[config.mk]
export PLATFORM = sky130hd
export DESIGN_NAME = i2f_conv
export DESIGN_NICKNAME = d
export VERILOG_FILES = /design/src/rtl/i2f_pkg.sv /design/src/rtl/i2f_norm.sv /design/src/rtl/i2f_round.sv /design/src/rtl/i2f_conv.sv
export SDC_FILE = /design/constraint.sdc
export NUM_CORES = 1
export LEC_CHECK = 0
export ABC_AREA = 1
export BUFFER_PORTS_ARGS = -buffer_cell sky130_fd_sc_hd__buf_2
export CAP_MARGIN = 30
export CORE_MARGIN = 5
export CORE_UTILIZATION = 45
export CTS_CLUSTER_DIAMETER = 200
export DETAILED_ROUTE_END_ITERATION = 16
export PLACE_DENSITY = 0.66
export SYNTH_ARGS = -nofsm -noshare
export SYNTH_HDL_FRONTEND = slang
export SYNTH_SLANG_ARGS = --single-unit
[constraint.sdc]
create_clock -name clk -period 0.8 [get_ports clk]
set_input_delay 0.08 -clock clk [delete_from_list [all_inputs] [get_ports clk]]
set_output_delay 0.08 -clock clk [all_outputs]
set_load 0.05 [all_outputs]
[src/rtl/i2f_pkg.sv]
package i2f_pkg;
    localparam int INT_W   = 64;
    localparam int POS_W   = $clog2(INT_W);
    localparam int EXP_W   = 11;
    localparam int FRAC_W  = 52;
    localparam int EXP_BIAS = 1023;

    localparam logic [4:0] CLS_POS_NORM = 5'b00100;
    localparam logic [4:0] CLS_NEG_NORM = 5'b01000;
    localparam logic [4:0] CLS_POS_ZERO = 5'b00010;

    typedef enum logic [1:0] {
        RM_NEAR = 2'b00,
        RM_ZERO = 2'b01,
        RM_PINF = 2'b10,
        RM_NINF = 2'b11
    } rmode_e;

    typedef struct packed {
        logic              valid;
        logic [INT_W-1:0]  result;
        logic [4:0]        cls;
        logic              fr;
        logic              fi;
        logic              flag_we;
    } conv_out_s;
endpackage

[src/rtl/i2f_norm.sv]
module i2f_norm
    import i2f_pkg::*;
(
    input  logic [INT_W-1:0] value,
    input  logic [1:0]       int_type,
    output logic             neg,
    output logic             is_zero,
    output logic [POS_W-1:0] msb_pos,
    output logic [INT_W-1:0] norm
);
    localparam int HALF_W = INT_W / 2;

    logic [INT_W-1:0] raw;
    logic [INT_W-1:0] mag;
    logic [POS_W-1:0] shamt;

    always_comb begin
        // type code bit 1 selects the full width, bit 0 selects unsigned
        if (int_type[1]) begin
            raw = value;
            neg = ~int_type[0] & value[INT_W-1];
        end else if (int_type[0]) begin
            raw = {{HALF_W{1'b0}}, value[HALF_W-1:0]};
            neg = 1'b0;
        end else begin
            raw = {{HALF_W{value[HALF_W-1]}}, value[HALF_W-1:0]};
            neg = value[HALF_W-1];
        end
        mag = neg ? (~raw + 1'b1) : raw;
    end

    always_comb begin
        msb_pos = '0;
        for (int i = 0; i < INT_W; i++) begin
            if (mag[i]) msb_pos = POS_W'(i);
        end
    end

    assign is_zero = (mag == '0);
    assign shamt   = POS_W'(INT_W - 1) - msb_pos;
    assign norm    = mag << shamt;
endmodule

[src/rtl/i2f_round.sv]
module i2f_round
    import i2f_pkg::*;
#(
    parameter int PREC = 53
)(
    input  logic [INT_W-1:0] norm,
    input  logic [POS_W-1:0] msb_pos,
    input  logic             neg,
    input  logic [1:0]       rmode,
    output logic [PREC-1:0]  mant,
    output logic [POS_W:0]   exp_u,
    output logic             inexact,
    output logic             rnd_up
);
    localparam int GRD = INT_W - 1 - PREC;

    logic [PREC-1:0] kept;
    logic            guard;
    logic            sticky;
    logic [PREC:0]   incr;

    assign kept   = norm[INT_W-1 -: PREC];
    assign guard  = norm[GRD];
    assign sticky = |norm[GRD-1:0];
    assign inexact = guard | sticky;

    always_comb begin
        case (rmode_e'(rmode))
            RM_NEAR: rnd_up = guard & (sticky | kept[0]);
            RM_ZERO: rnd_up = 1'b0;
            RM_PINF: rnd_up = ~neg & inexact;
            default: rnd_up = neg & inexact;
        endcase
    end

    assign incr = {1'b0, kept} + {{PREC{1'b0}}, rnd_up};

    always_comb begin
        if (incr[PREC]) begin
            mant  = incr[PREC:1];
            exp_u = {1'b0, msb_pos} + 1'b1;
        end else begin
            mant  = incr[PREC-1:0];
            exp_u = {1'b0, msb_pos};
        end
    end
endmodule

[src/rtl/i2f_conv.sv]
module i2f_conv
    import i2f_pkg::*;
#(
    parameter int DP_PREC = 53,
    parameter int SP_PREC = 24
)(
    input  logic             clk,
    input  logic             rst_n,
    input  logic             in_valid,
    input  logic [63:0]      in_value,
    input  logic [1:0]       in_type,
    input  logic             in_single,
    input  logic [1:0]       in_rmode,
    output logic             out_valid,
    output logic [63:0]      out_result,
    output logic [4:0]       out_class,
    output logic             out_fr,
    output logic             out_fi,
    output logic             out_flag_we
);
    localparam int SP_PAD = FRAC_W - (SP_PREC - 1);

    logic             neg, is_zero;
    logic [POS_W-1:0] msb_pos;
    logic [INT_W-1:0] norm;

    logic [DP_PREC-1:0] dp_mant;
    logic [SP_PREC-1:0] sp_mant;
    logic [POS_W:0]     dp_exp, sp_exp;
    logic               dp_fi, dp_up, sp_fi, sp_up;

    conv_out_s st_d, st_q;

    i2f_norm u_norm (
        .value    (in_value),
        .int_type (in_type),
        .neg      (neg),
        .is_zero  (is_zero),
        .msb_pos  (msb_pos),
        .norm     (norm)
    );

    i2f_round #(.PREC(DP_PREC)) u_rnd_dp (
        .norm    (norm),
        .msb_pos (msb_pos),
        .neg     (neg),
        .rmode   (in_rmode),
        .mant    (dp_mant),
        .exp_u   (dp_exp),
        .inexact (dp_fi),
        .rnd_up  (dp_up)
    );

    i2f_round #(.PREC(SP_PREC)) u_rnd_sp (
        .norm    (norm),
        .msb_pos (msb_pos),
        .neg     (neg),
        .rmode   (in_rmode),
        .mant    (sp_mant),
        .exp_u   (sp_exp),
        .inexact (sp_fi),
        .rnd_up  (sp_up)
    );

    always_comb begin
        logic [POS_W:0]    e_sel;
        logic [FRAC_W-1:0] frac;
        logic              fi_sel, up_sel, we;
        st_d       = st_q;
        st_d.valid = in_valid;
        we = in_single | in_type[1];
        if (in_single) begin
            e_sel  = sp_exp;
            frac   = {sp_mant[SP_PREC-2:0], {SP_PAD{1'b0}}};
            fi_sel = sp_fi;
            up_sel = sp_up;
        end else begin
            e_sel  = dp_exp;
            frac   = dp_mant[DP_PREC-2:0];
            fi_sel = dp_fi;
            up_sel = dp_up;
        end
        if (in_valid) begin
            st_d.flag_we = we;
            if (is_zero) begin
                st_d.result = '0;
                st_d.cls    = CLS_POS_ZERO;
                st_d.fr     = 1'b0;
                st_d.fi     = 1'b0;
            end else begin
                st_d.result = {neg, EXP_W'(e_sel) + EXP_W'(EXP_BIAS), frac};
                st_d.cls    = neg ? CLS_NEG_NORM : CLS_POS_NORM;
                st_d.fr     = we & up_sel;
                st_d.fi     = we & fi_sel;
            end
        end
    end

    always_ff @(posedge clk or negedge rst_n) begin
        if (!rst_n) st_q <= '0;
        else        st_q <= st_d;
    end

    assign out_valid   = st_q.valid;
    assign out_result  = st_q.result;
    assign out_class   = st_q.cls;
    assign out_fr      = st_q.fr;
    assign out_fi      = st_q.fi;
    assign out_flag_we = st_q.flag_we;

    p_valid_follow_r9: assert property (@(posedge clk) disable iff (!rst_n)
        in_valid |=> out_valid);
    p_valid_drop_r9: assert property (@(posedge clk) disable iff (!rst_n)
        !in_valid |=> !out_valid);
    p_exact_path_r2: assert property (@(posedge clk) disable iff (!rst_n)
        (in_valid && !in_single && !in_type[1]) |=> (!out_flag_we && !out_fr && !out_fi));
    p_single_pad_r4: assert property (@(posedge clk) disable iff (!rst_n)
        (in_valid && in_single) |=> (out_result[28:0] == 29'd0));
    p_fr_needs_fi_r5: assert property (@(posedge clk) disable iff (!rst_n)
        (out_valid && out_fr) |-> out_fi);
    p_trunc_no_up_r3: assert property (@(posedge clk) disable iff (!rst_n)
        (in_valid && in_rmode == 2'b01) |=> !out_fr);
    p_zero_plus_r7: assert property (@(posedge clk) disable iff (!rst_n)
        (in_valid && in_value == 64'd0) |=> (out_result == 64'd0 && out_class == CLS_POS_ZERO));
    p_class_sign_r6: assert property (@(posedge clk) disable iff (!rst_n)
        (out_valid && out_result != 64'd0) |->
        (out_class == (out_result[63] ? CLS_NEG_NORM : CLS_POS_NORM)));
endmodule

==> reports/metrics.yaml <==
fin_cells: 3727
max_stage_delay_ps: 340
cp_data_arrival_time_ps: 8400
netSwitchingPower_mw: 32.0
worstSetupStartpoint: "in_value[1]"
pin_count: 145
fillCellCount: 2014
syn_area_um2: 13600
seq_power_share_pct: 8.6
status: "finished, violations left"
cts.sinks: 70
max_cap_viol_count: 0
port-buffer-count: 142
hold_violations: 0
ys_seq_elements: 70
vias: 21800
synthArstFlopShare_pct: 100
skew_ps: 0
drc: 0
slowest_stage: "nor3b_4"
clock-root-buffer: "clkbuf_16"
vdd_drop_max_v: 0.00111
critPathBufInv: 8
min_period_ps: 8160
swShare_pct: 53.4
seqCellArea_um2: 1750
min_path_type: "in -> reg"
rr_startpoint: "out_result[31]"
gp_congestion: 1.06
synth_edf_count: 0
setup_viol: 139
p_leak_nw: 12.6
setup_ws_ps: -7360
rsz0062_at_grt: "true"
synth.avg_cell_area_um2: 5.53
core_area_um2: 29700
synth_cells: 2453
routed_wl_um: 74800
grt_pass1_vias: 20700
synth.distinct_cells: 67
antenna_found_initial: 0
drt_iter0_drc: 2801
slew_violations: 0
clk_pin_slew_ps: 60
antenna_left: 0
htree_levels: 3
clk_path_buf_depth: 2
initial_core_util_pct: 45.7
drive_gt1_share_pct: 47.2
dr.pass1.iters: 8
n_antenna_cell: 0
fin_nets: 3410
crit_fanout: 8
wl_per_cell_um: 20.1
period_share_pct: 1020
worstSetupPathType: "in -> reg"
place_hpwl_um: 52500
fmax_ghz: 0.123
grt_pass1_wl_um: 109000
insertion_delay_ps: 350
holdCritStartpoint: "in_valid"
worst_hold_slack_ps: 90.8
pwr-share-clk_pct: 7.0
synthFlopType: "dfrtp_1"
worstPathRequired_ps: 1040
yosys_warnings: 0
dp.cells: 3541
track_usage_pct: 40.3
violations: "setup timing"
cts_tree: "done"
grt_max_degree: 51
worstSetupStartpointType: "input pin"
numCtsBuffers: 9
power_density_nw_per_um2: 2470
multi_input_area_um2: 12600
crit_family: "simple AND/OR/NAND/NOR gates"
rows: 63
crit_path_frequent_cell: "nand2_1"
die_x_um: 184
p_comb_share_pct: 84.5
areaGrowthSynthToFinish_pct: 78.3
die_h_um: 184
overflow: 0
avgViaCountPerCell: 5.85
worstSetupEndpointType: "register"
yosysSeqAreaShare_pct: 12.9
dieArea_um2: 33700
internal_power_mw: 27.9
==> metal layers <==
| layer | global-route usage [%] | up-vias | part of all wire, % | routed length (µm) |
|---|---|---|---|---|
| met3 | 9.52 | 496 | 11 | 8030 |
| met2 | 66.1 | 1503 | 45 | 33600 |
| met5 | 0 | - | 0 | 0 |
| li1 | - | 9770 | - | - |
| met4 | 21.6 | 0 | 7.6 | 5680 |
| met1 | 49.1 | 10000 | 37 | 27500 |
==> sequential cells by signal (all words and copies together) (netlist names) <==
signal	flops
out_fi	1
out_flag_we	1
out_class	3
out_fr	1
out_result	63
out_valid	1
==> power by group through the flow <==
| stage | Sequential, mW | Clock [mW] | Combinational (mW) |
|---|---|---|---|
| global placement | 4.90 | 0 | 37.2 |
| floorplan | 8.03 | 0 | 18.2 |
| global route | 5.21 | 4.33 | 52.8 |
| detailed placement | 4.95 | 0 | 37.5 |
| CTS | 4.99 | 4.18 | 45.1 |
| finish | 5.12 | 4.16 | 50.6 |
==> synthesized netlist by cell type, types with 8 or more instances <==
cell type,number,area (µm²)
buf_6,19,214
o21ai_0,52,260
nor2_1,202,758
nand4_1,32,200
nor2_4,8,90.1
o21ai_1,13,65.1
nor4_1,9,56.3
xnor2_1,9,78.8
nand2_2,32,200
nand2_1,842,3160
o211ai_1,9,67.6
buf_2,14,70.1
nor3_2,8,80.1
nor2_2,15,93.8
xor2_1,98,858
inv_1,193,724
clkbuf_1,14,52.6
nand3_1,542,2710
clkbuf_4,8,60.1
dfrtp_1,70,1750
nor3_1,25,125
inv_2,19,71.3
a21oi_1,39,195
nand3_2,20,200
buf_4,52,390
==> area by class of cell <==
class / instances / share of cell area [%]
flip-flops and latches: 70 / 7.25
clock buffers: 10 / 0.987
inverters: 220 / 3.68
repair buffers: 985 / 33.7
multi-input cells: 2046 / 52.1
well taps: 390 / 2.02
clock inverters: 6 / 0.290
==> through the flow <==
step	util [%]	setup WS (ps)	cell area (µm²)	total power [mW]	setup TNS (ps)
final	81.4	-7360	24200	59.9	-489730
after global routing	81.4	-8050	24200	62.4	-534200
after CTS	77.2	-6650	22900	54.3	-448820
after detailed placement	65.2	-7430	19400	42.5	-481960
after global placement	65.2	-7180	19400	42.1	-466110
after floorplan	-	-6110	13900	26.2	-386550
==> timing repair <==
action | CTS | global route
pin swaps | 90 | 141
hold buffers | 1 | 0
setup endpoints to repair | 139 | 139
endpoints found under the hold margin | 70 | 0
resized for setup | 482 | 286
gates cloned | 11 | 0
setup buffers | 133 | 37
==> cell families after synthesis <==
| logic type | synth area share (%) |
|---|---|
| AO/OA/AOI/OAI | 7.10 |
| XOR/XNOR | 7.26 |
| adder cells (fa/ha/maj) | 0.553 |
| buffers and inverters | 12.9 |
| flip-flops | 12.9 |
| other | 0.0276 |
| AND/OR/NAND/NOR | 59.3 |
==> cells in the final DEF (no fill, tap or decap), types with 26 or more instances in the layout <==
cell type  instances
nand3_2          155
buf_2             73
inv_2             36
nor2_1           164
nor2_4            35
o21ai_0           31
dfrtp_1           68
nor2_2            26
nand4_1           32
nand2_1          711
inv_1            171
nand3_1          368
xor2_1            83
nand2_2          122
buf_4            769
nand2_4           39
nand3_4           42
buf_6            101
==> path summary, 6_finish.rpt <==
path / to / slack (ps) / cells past startpoint
hold reg to reg: out_fi / 490 / 2
max in group asynchronous: out_class[3] / 120 / 3
hold / removal: out_valid / 90 / 2
setup reg to reg: out_result[31] / 0 / 1
min in group asynchronous: out_result[36] / 230 / 2
setup / recovery: out_result[58] / -7360 / 69
No activity file was read; power rests on OpenSTA's default activity.
